<file path="src/rtl/irq_frame_pkg.sv">
package irq_frame_pkg;
  localparam int SEL_W   = 16;
  localparam int WORD_W  = 32;
  localparam int N_ITEMS = 10;
  localparam int IDX_W   = $clog2(N_ITEMS);

  // Enum order is push order
  typedef enum logic [IDX_W-1:0] {
    IT_GS, IT_FS, IT_DS, IT_ES, IT_SS, IT_SP, IT_FLAGS, IT_CS, IT_RET, IT_ERR
  } item_e;

  typedef struct packed {
    logic [SEL_W-1:0]  gs;
    logic [SEL_W-1:0]  fs;
    logic [SEL_W-1:0]  ds;
    logic [SEL_W-1:0]  es;
    logic [SEL_W-1:0]  ss;
    logic [WORD_W-1:0] sp;
    logic [WORD_W-1:0] flags;
    logic [SEL_W-1:0]  cs;
    logic [WORD_W-1:0] ret;
    logic [WORD_W-1:0] err;
  } frame_ops_t;

  typedef struct packed {
    logic wide;
    logic vm86;
    logic new_stack;
  } frame_cfg_t;
endpackage

</file>
<file path="src/rtl/irq_item_pick.sv">
module irq_item_pick
  import irq_frame_pkg::*;
#(
  parameter int N = N_ITEMS
) (
  input  logic [N-1:0] pend_i,
  output item_e        item_o,
  output logic [N-1:0] item_oh_o
);
  always_comb begin
    item_o    = IT_GS;
    item_oh_o = '0;
    for (int i = N - 1; i >= 0; i--) begin
      if (pend_i[i]) begin
        item_o    = item_e'(i);
        item_oh_o = '0;
        item_oh_o[i] = 1'b1;
      end
    end
  end
endmodule

</file>
<file path="src/rtl/irq_item_data.sv">
module irq_item_data
  import irq_frame_pkg::*;
(
  input  item_e             item_i,
  input  frame_ops_t        ops_i,
  input  logic              wide_i,
  output logic [WORD_W-1:0] data_o
);
  localparam int HALF_W = WORD_W / 2;
  logic [WORD_W-1:0] raw;

  always_comb begin
    unique case (item_i)
      IT_GS:    raw = WORD_W'(ops_i.gs);
      IT_FS:    raw = WORD_W'(ops_i.fs);
      IT_DS:    raw = WORD_W'(ops_i.ds);
      IT_ES:    raw = WORD_W'(ops_i.es);
      IT_SS:    raw = WORD_W'(ops_i.ss);
      IT_SP:    raw = ops_i.sp;
      IT_FLAGS: raw = ops_i.flags;
      IT_CS:    raw = WORD_W'(ops_i.cs);
      IT_RET:   raw = ops_i.ret;
      IT_ERR:   raw = ops_i.err;
      default:  raw = '0;
    endcase
  end

  assign data_o = wide_i ? raw : {{HALF_W{1'b0}}, raw[HALF_W-1:0]};
endmodule

</file>
<file path="src/rtl/irq_sp_step.sv">
module irq_sp_step #(
  parameter int AW = 32
) (
  input  logic [AW-1:0] sp_i,
  input  logic [AW-1:0] mask_i,
  input  logic [AW-1:0] base_i,
  input  logic          wide_i,
  output logic [AW-1:0] sp_next_o,
  output logic [AW-1:0] addr_o
);
  logic [AW-1:0] step, dec;

  assign step      = wide_i ? AW'(4) : AW'(2);
  assign dec       = sp_i - step;
  assign sp_next_o = (sp_i & ~mask_i) | (dec & mask_i);
  assign addr_o    = base_i + (sp_next_o & mask_i);
endmodule

</file>
<file path="src/rtl/irq_frame_ctrl.sv">
module irq_frame_ctrl
  import irq_frame_pkg::*;
#(
  parameter int AW = 32
) (
  input  logic              clk_i,
  input  logic              rst_ni,
  input  logic              start_i,
  input  frame_cfg_t        cfg_i,
  input  logic              has_err_i,
  input  logic [1:0]        dpl_i,
  input  logic [SEL_W-1:0]  gate_sel_i,
  input  logic [SEL_W-1:0]  new_ss_sel_i,
  input  logic [AW-1:0]     base_i,
  input  logic [AW-1:0]     ptr_i,
  input  logic [AW-1:0]     mask_i,
  input  frame_ops_t        ops_i,
  input  logic [N_ITEMS-1:0] item_oh_i,
  input  logic [AW-1:0]     sp_next_i,
  input  logic              wr_ready_i,
  output logic [N_ITEMS-1:0] pend_o,
  output frame_cfg_t        cfg_o,
  output frame_ops_t        ops_o,
  output logic [AW-1:0]     sp_o,
  output logic [AW-1:0]     base_o,
  output logic [AW-1:0]     mask_o,
  output logic              push_o,
  output logic              done_o,
  output logic              ss_load_o,
  output logic [SEL_W-1:0]  ss_sel_o,
  output logic              seg_clear_o,
  output logic              fault_o,
  output logic [SEL_W-1:0]  fault_code_o
);
  typedef enum logic [1:0] {ST_IDLE, ST_PUSH, ST_DONE} state_e;

  state_e             state_q;
  logic [N_ITEMS-1:0] pend_q, en_mask, pend_left;
  frame_cfg_t         cfg_q;
  frame_ops_t         ops_q;
  logic [AW-1:0]      sp_q, base_q, mask_q;
  logic [SEL_W-1:0]   ss_sel_q, fault_code_q;
  logic               fault_q, go, bad, accept;

  assign go        = start_i && (state_q != ST_PUSH);
  assign bad       = cfg_i.vm86 && !cfg_i.new_stack;
  assign accept    = (state_q == ST_PUSH) && wr_ready_i;
  assign pend_left = pend_q & ~item_oh_i;

  always_comb begin
    en_mask           = '0;
    en_mask[IT_GS]    = cfg_i.new_stack && cfg_i.vm86;
    en_mask[IT_FS]    = cfg_i.new_stack && cfg_i.vm86;
    en_mask[IT_DS]    = cfg_i.new_stack && cfg_i.vm86;
    en_mask[IT_ES]    = cfg_i.new_stack && cfg_i.vm86;
    en_mask[IT_SS]    = cfg_i.new_stack;
    en_mask[IT_SP]    = cfg_i.new_stack;
    en_mask[IT_FLAGS] = 1'b1;
    en_mask[IT_CS]    = 1'b1;
    en_mask[IT_RET]   = 1'b1;
    en_mask[IT_ERR]   = has_err_i;
  end

  always_ff @(posedge clk_i or negedge rst_ni) begin
    if (!rst_ni) begin
      state_q      <= ST_IDLE;
      pend_q       <= '0;
      cfg_q        <= '0;
      ops_q        <= '0;
      sp_q         <= '0;
      base_q       <= '0;
      mask_q       <= '0;
      ss_sel_q     <= '0;
      fault_q      <= 1'b0;
      fault_code_q <= '0;
    end else begin
      fault_q <= 1'b0;
      unique case (state_q)
        ST_PUSH: begin
          if (accept) begin
            sp_q   <= sp_next_i;
            pend_q <= pend_left;
            if (pend_left == '0) state_q <= ST_DONE;
          end
        end
        default: begin
          state_q <= ST_IDLE;
          if (go && bad) begin
            fault_q      <= 1'b1;
            fault_code_q <= {gate_sel_i[SEL_W-1:2], 2'b00};
          end else if (go) begin
            state_q  <= ST_PUSH;
            pend_q   <= en_mask;
            cfg_q    <= cfg_i;
            ops_q    <= ops_i;
            sp_q     <= ptr_i;
            base_q   <= base_i;
            mask_q   <= mask_i;
            ss_sel_q <= {new_ss_sel_i[SEL_W-1:2], dpl_i};
          end
        end
      endcase
    end
  end

  assign pend_o       = pend_q;
  assign cfg_o        = cfg_q;
  assign ops_o        = ops_q;
  assign sp_o         = sp_q;
  assign base_o       = base_q;
  assign mask_o       = mask_q;
  assign push_o       = (state_q == ST_PUSH);
  assign done_o       = (state_q == ST_DONE);
  assign ss_load_o    = done_o && cfg_q.new_stack;
  assign ss_sel_o     = ss_sel_q;
  assign seg_clear_o  = done_o && cfg_q.new_stack && cfg_q.vm86;
  assign fault_o      = fault_q;
  assign fault_code_o = fault_code_q;
endmodule

</file>
<file path="src/rtl/irq_frame_pusher.sv">
module irq_frame_pusher
  import irq_frame_pkg::*;
#(
  parameter int AW = 32
) (
  input  logic        clk_i,
  input  logic        rst_ni,
  input  logic        start_i,
  input  logic        gate32_i,
  input  logic        new_stack_i,
  input  logic        vm86_i,
  input  logic        has_err_i,
  input  logic [1:0]  target_dpl_i,
  input  logic [15:0] gate_sel_i,
  input  logic [15:0] new_ss_sel_i,
  input  logic [AW-1:0] stk_base_i,
  input  logic [AW-1:0] stk_ptr_i,
  input  logic [AW-1:0] stk_mask_i,
  input  logic [15:0] old_gs_i,
  input  logic [15:0] old_fs_i,
  input  logic [15:0] old_ds_i,
  input  logic [15:0] old_es_i,
  input  logic [15:0] old_ss_i,
  input  logic [31:0] old_sp_i,
  input  logic [31:0] flags_i,
  input  logic [15:0] cs_sel_i,
  input  logic [31:0] ret_ptr_i,
  input  logic [31:0] err_code_i,
  input  logic        wr_ready_i,
  output logic        wr_valid_o,
  output logic [AW-1:0] wr_addr_o,
  output logic [31:0] wr_data_o,
  output logic        wr_wide_o,
  output logic        busy_o,
  output logic        done_o,
  output logic [AW-1:0] sp_o,
  output logic        ss_load_o,
  output logic [15:0] ss_sel_o,
  output logic        seg_clear_o,
  output logic        fault_o,
  output logic [15:0] fault_code_o
);
  frame_cfg_t         cfg_in, cfg_q;
  frame_ops_t         ops_in, ops_q;
  logic [N_ITEMS-1:0] pend, item_oh;
  item_e              item;
  logic [AW-1:0]      sp_q, base_q, mask_q, sp_next, addr;
  logic               push;

  assign cfg_in = '{wide: gate32_i, vm86: vm86_i, new_stack: new_stack_i};
  assign ops_in = '{gs: old_gs_i, fs: old_fs_i, ds: old_ds_i, es: old_es_i,
                    ss: old_ss_i, sp: old_sp_i, flags: flags_i, cs: cs_sel_i,
                    ret: ret_ptr_i, err: err_code_i};

  irq_frame_ctrl #(.AW(AW)) i_ctrl (
    .clk_i, .rst_ni, .start_i,
    .cfg_i(cfg_in), .has_err_i, .dpl_i(target_dpl_i),
    .gate_sel_i, .new_ss_sel_i,
    .base_i(stk_base_i), .ptr_i(stk_ptr_i), .mask_i(stk_mask_i),
    .ops_i(ops_in), .item_oh_i(item_oh), .sp_next_i(sp_next), .wr_ready_i,
    .pend_o(pend), .cfg_o(cfg_q), .ops_o(ops_q), .sp_o(sp_q),
    .base_o(base_q), .mask_o(mask_q), .push_o(push), .done_o,
    .ss_load_o, .ss_sel_o, .seg_clear_o, .fault_o, .fault_code_o
  );

  irq_item_pick #(.N(N_ITEMS)) i_pick (
    .pend_i(pend), .item_o(item), .item_oh_o(item_oh)
  );

  irq_item_data i_data (
    .item_i(item), .ops_i(ops_q), .wide_i(cfg_q.wide), .data_o(wr_data_o)
  );

  irq_sp_step #(.AW(AW)) i_sp (
    .sp_i(sp_q), .mask_i(mask_q), .base_i(base_q), .wide_i(cfg_q.wide),
    .sp_next_o(sp_next), .addr_o(addr)
  );

  assign wr_valid_o = push;
  assign wr_addr_o  = addr;
  assign wr_wide_o  = cfg_q.wide;
  assign busy_o     = push;
  assign sp_o       = sp_q;
endmodule

</file>
<file path="config.mk">
export PLATFORM = sky130hd
export DESIGN_NAME = irq_frame_pusher
export DESIGN_NICKNAME = d
export VERILOG_FILES = /design/src/rtl/irq_frame_pkg.sv /design/src/rtl/irq_item_pick.sv /design/src/rtl/irq_item_data.sv /design/src/rtl/irq_sp_step.sv /design/src/rtl/irq_frame_ctrl.sv /design/src/rtl/irq_frame_pusher.sv
export SDC_FILE = /design/constraint.sdc
export NUM_CORES = 1
export LEC_CHECK = 0
export ABC_CLOCK_PERIOD_IN_PS = 15700
export BUFFER_PORTS_ARGS = -buffer_cell sky130_fd_sc_hd__buf_2
export CORE_MARGIN = 4
export CORE_UTILIZATION = 45
export DETAILED_ROUTE_END_ITERATION = 7
export PLACE_DENSITY = 0.81
export RECOVER_POWER = 25
export REMOVE_ABC_BUFFERS = 1
export SYNTH_ARGS = -nofsm -noshare
export SYNTH_HDL_FRONTEND = slang
export SYNTH_SLANG_ARGS = --single-unit
</file>
<file path="constraint.sdc">
create_clock -name clk_i -period 15.7 [get_ports clk_i]
set_input_delay 0.785 -clock clk_i [delete_from_list [all_inputs] [get_ports clk_i]]
set_output_delay 0.785 -clock clk_i [all_outputs]
set_load 0.05 [all_outputs]
</file>
---- Word-level counts from Yosys, hierarchy flattened ----
Index checks and enable logic that the tools add are counted.
word-level totals
  memories ................................ 0
  latch bits .............................. 0
  bits in read-only memories .............. 0
  word-level logic and storage cells ...... 100
  flip-flop bits (word level) ............. 366
  bits in writable memories ............... 0
operators by class
  divide/modulo/power cells ............... 0
  order comparisons ....................... 0
  reduce and logical (&&, ||, !) cells .... 15
  $mul .................................... 0
  shift operators ......................... 0
  $add $sub $neg .......................... 2
  equal/unequal tests ..................... 15
  muxes and demuxes ....................... 38
  bitwise operators ....................... 9
operator list
  kind                  number
  $pmux W32 S10         1
  $mux W32              5
  $mux W10              14
  $and A32 B32 Y32      3
  $mux W4               10
  $add A32 B32 Y32      1
  $not A32 Y32          1
  $or A32 B32 Y32       1
  $sub A32 B32 Y32      1
  $eq A4 B3 Y1 const B  4
  $and A10 B10 Y10      1
  $logic_not A10 Y1     1
  $not A10 Y10          1
  $eq A4 B2 Y1 const B  2
  $eq A4 B4 Y1 const B  2
  $mux W2               4
  $logic_and A1 B1 Y1   7
  $ne A2 B1 Y1 const B  3
  $reduce_and A3 Y1     2
  $eq A4 B1 Y1 const B  1
  $logic_not A4 Y1      1
  $reduce_and A2 Y1     2
  $mux W1               3
  $mux W3               1
  6 further kinds       7

---- Depth between registers and ports, before layout ----
  depth in word-level cells ............... 16
  mapped depth ............................ 22
  depth with buffers taken out ............ 19

---- Hierarchy ----
A second synthesis with hierarchy kept.
second synthesis, totals
  cell total of the unflattened synthesis .. 2221
  area, all modules ....................... 18960.7 um^2
modules (own cells, without submodules)
  module            cells each  area each (um^2)  instances  seq. area each (um^2)
  irq_frame_ctrl    1538        14166.1           1          9158.8
  irq_sp_step       412         2825.2            1          0.0
  irq_item_data     240         1767.9            1          0.0
  irq_item_pick     30          193.9             1          0.0
  irq_frame_pusher  1           7.5               1          0.0

---- Worst setup path after synthesis ----
OpenSTA, ideal clock, no wires.
  path type ............................... register to output
  from .................................... register i_ctrl.cfg_o[2] (netlist name)
  to ...................................... output wr_addr_o[28]
  path slack .............................. 8219 ps
  stages on the path, launching flop included .. 22
  arrival time ............................ 6696 ps
  data required time ...................... 14915 ps
  path buffers ............................ 3
  path through ............................ dfrtp_1 -> clkinv_1 -> clkbuf_1 -> ha_1 -> inv_1 -> fa_1 -> or3_1 -> or4_1 -> clkbuf_1 -> nor3_1 -> and3b_1 -> xor2_1 -> and2_1 -> ha_1 -> clkbuf_1 -> a21o_1 -> o21bai_1 -> a21oi_1 -> o21ai_0 -> a22oi_1 -> a31oi_1 -> o311ai_0
on the way
  cells in the longest elaborated chain, start to end .. 6
RTL lines
  element           line                    source
  $mux W3           irq_sp_step.sv:13       assign step = wide_i ? AW'(4) : AW'(2);
  $sub A32 B32 Y32  irq_sp_step.sv:14       assign dec = sp_i - step;
  $and A32 B32 Y32  irq_sp_step.sv:15       assign sp_next_o = (sp_i & ~mask_i) | (dec & mask_i);
  $or A32 B32 Y32   irq_sp_step.sv:15
  $and A32 B32 Y32  irq_sp_step.sv:16       assign addr_o = base_i + (sp_next_o & mask_i);
  $add A32 B32 Y32  irq_sp_step.sv:16
  to (decl)         irq_frame_pusher.sv:31  output logic [AW-1:0] wr_addr_o,
No other way between the ends.

==> impl_metrics.ini <==
[status]
status = complete, but fails checks
violations = max-capacitance violations, max-slew violations

[timing]
setup_viol = 0
max_freq_ghz = 0.1232
rsz0062_at_grt = false
final_max_slew_viol_count = 285
min_period_over_period_pct = 51.68
setup-tns-final_ns = 0
fin_worst_skew_ns = 0.02526
period_minus_slack_ns = 8.114
hold_viol_final = 0
max-slew-margin-rel_pct = -254.7
worstMarginPinSlew_ns = 5.321

[placed_design]
place_area_um2 = 21390
hpwl_um = 42220
gp_congestion = 0.9214
port_buffers = 490

[global_route]
track_usage_pct = 26.41
grt_max_degree = 259
grt_pass1_vias = 18001
grt_first_pass_wirelength_um = 94760
grt-ovfl-total = 0
antenna_found_initial = 9

[critical_path]
r2r_slack_ns = 11.42
crit_cells = 3
startpoint_type = input pin
worstSetupPathType = in -> async
crit_path_end_kind = asynchronous set/reset pin
cpMaxStageDelayCell = clkbuf_1
slowest_delay_ns = 3.64
path_cells = clkbuf_1 -> clkbuf_1 -> buf_4
crit_end = i_ctrl.mask_o[28]$_DFFE_PN0P_
r2r_start = i_ctrl.cfg_o[2]$_DFFE_PN0P_
regToRegEndpoint = i_ctrl.sp_o[31]$_DFFE_PN0P_
r2r_cells = 9
crit_family = buffers and inverters
worstPathMaxFanout = 98
cp-startpoint = rst_ni
cp_common_cell = clkbuf_1
path_buf_inv = 3
required_ns = 16.25
arrival_ns = 8.67

[clock_tree]
cts_resized = 0
cts_max_path_buffers = 3
cts_hold_buf = 0
numCtsBuffers = 42
cts_max_level = 2
clock-root-buffer = clkbuf_16
post_cts_buffers = 0
clk_pin_slew_ns = 0.07
clkSinkCount = 366
clock_latency_ns = 0.57
cts_tree = yes

[logic_synthesis]
synth_edf_count = 0
yosysTopAreaCell = dfrtp_1
synth.avg_cell_area_um2 = 8.068
yosys-top-cells-count = nand2_1 (1,044), dfrtp_1 (366), clkbuf_1 (123)
synth_top_area_share_pct = 49.44
ys_warn_count = 0
synth_seq_area_share_pct = 49.44
yosys_most_used_dff = dfrtp_1
synth-seq-cells = 366
synthesis.instances = 2296
async_flop_share_pct = 100.0
yosysMostFrequentCell = nand2_1
synth_area_um2 = 18520
synth_cell_type_count = 71
yosys-top-cells-area = dfrtp_1 (49%), nand2_1 (21%), clkbuf_1 (2.5%)

[floorplanning]
ios = 497
num_rows = 74
die_area_um2 = 44470
start_util_pct = 45.47
die_h_um = 210.9
die_w_um = 210.9
core_area_um2 = 40740

[cells_and_area]
design_area_um2 = 22830
drive_above_1_share_pct = 21.52
area_growth_pct = 23.24
nets = 3110

[route]
drcViolationCount = 0
routedWlPerCell_um = 18.69
viasPerCell = 5.526
drtIter0Drc = 1767
vias = 18119
finalWirelength_um = 61290
ant_nets = 0
first_pass_iters = 5

[pwr]
power.leakage_uw = 0.01210
pwr_density_cell_nw_per_um2 = 275.6
irDropWorstVdd_mv = 0.1623

[flow_run]
drv_cap = 4

[hold_path]
hold_path_class = in -> reg
## logic make-up (layout without fill, tap and decap cells)
| logic type | Yosys count | count (layout) | share of synthesized area (%) |
|---|---|---|---|
| xor+xnor | 55 | 55 | 2.601 |
| other cells | 1 | 8 | 0.02024 |
| simple gates | 1294 | 1294 | 28.30 |
| mux | 10 | 10 | 0.5404 |
| compound gates | 369 | 369 | 13.12 |
| buf+inv | 164 | 608 | 3.404 |
| flops | 366 | 366 | 49.44 |
| fa+ha+maj | 37 | 37 | 2.567 |
## worst min-delay path by stage
stage,cells past startpoint,slack (ns),to,startpoint
finish,3,0.40,i_ctrl.ops_o[155]$_DFFE_PN0P_,old_ss_i[11]
global route,3,0.38,i_ctrl.ops_o[201]$_DFFE_PN0P_,old_fs_i[9]
floorplan,2,0.44,i_ctrl.ops_o[217]$_DFFE_PN0P_,i_ctrl.ops_o[217]$_DFFE_PN0P_
detailed placement,2,0.46,i_ctrl.ops_o[217]$_DFFE_PN0P_,i_ctrl.ops_o[217]$_DFFE_PN0P_
CTS,1,0.25,i_ctrl.ss_sel_o[6]$_DFFE_PN0P_,rst_ni
global placement,2,0.45,i_ctrl.mask_o[0]$_DFFE_PN0P_,i_ctrl.mask_o[0]$_DFFE_PN0P_
## area by class of cell
cell class / count / area [µm²]
well taps: 532 / 665.6
multi-input cells: 1767 / 8843
clock buffers: 57 / 1147
repair buffers: 512 / 2624
flip-flops and latches: 366 / 9159
inverters: 23 / 86.33
fillers: 3641 / 17910
diodes: 6 / 15.01
clock inverters: 16 / 289.0
## worst register-to-register path, cell delays in order, from the launching register on
cell	delay (ns)
dfrtp_1	0.35
clkinv_1	0.69
fa_1	0.83
or3_1	0.45
or4_1	0.62
nor4_2	0.59
nand3_1	0.21
nor3_1	0.22
a21oi_1	0.06
o22ai_1	0.15
## metal layers
layer | wire, µm | vias up | track usage, %
met5 | 49 | - | 0
met4 | 2076 | 8 | 9.747
met3 | 5309 | 151 | 5.822
met2 | 29750 | 846 | 44.34
met1 | 24100 | 8630 | 33.80
li1 | - | 8484 | -
## flip-flops by register name (all words and copies together) (netlist names)
register	flops
i_ctrl.ops_o	224
i_ctrl.cfg_o	3
i_ctrl.sp_o	32
i_ctrl.state_q	2
i_ctrl.fault_o	1
i_ctrl.fault_code_o	14
i_ctrl.base_o	32
i_ctrl.pend_o	10
i_ctrl.ss_sel_o	16
i_ctrl.mask_o	32
## power by group
| part | switching [µW] | total (µW) | leakage (µW) | internal (µW) |
|---|---|---|---|---|
| combinational | 2580 | 3560 | 0.00685 | 978 |
| clock | 408 | 1040 | 0.000703 | 630 |
| sequential | 318 | 1700 | 0.00455 | 1380 |
| total | 3300 | 6290 | 0.0121 | 2990 |
## per-stage QoR
step / power [µW] / std cells / hold WS, ns / util [%] / setup WS [ns]
3_3_place_gp: 5148 / 3199 / 0.4512 / 52.52 / 8.642
6_report: 6293 / 3279 / 0.4025 / 56.04 / 7.586
3_5_place_dp: 5245 / 3199 / 0.4558 / 52.52 / 8.541
2_1_floorplan: 4276 / 2156 / 0.4374 / - / -2.488
4_1_cts: 6317 / 3272 / 0.2455 / 56.04 / 7.818
5_1_grt: 6681 / 3276 / 0.3845 / 56.02 / 6.038
## layout by cell type (no fill, tap or decap), drive strengths merged, types with 8 or more instances in the layout
| cell | n |
|---|---|
| a221oi | 49 |
| xnor2 | 34 |
| a22oi | 29 |
| a21oi | 87 |
| clkbuf | 68 |
| mux2i | 10 |
| a32oi | 9 |
| o22ai | 25 |
| nor2 | 93 |
| and3 | 10 |
| nand2b | 9 |
| dfrtp | 366 |
| o21ai | 80 |
| buf | 501 |
| clkinv | 9 |
| or3 | 9 |
| xor2 | 21 |
| a21o | 12 |
| nand3 | 19 |
| nor4 | 8 |
| a31oi | 14 |
| and2 | 28 |
| nand2 | 1044 |
| nor3 | 48 |
| o211ai | 8 |
| inv | 23 |
| a211oi | 12 |
| ha | 34 |
Power figures use the tool's default switching activity.
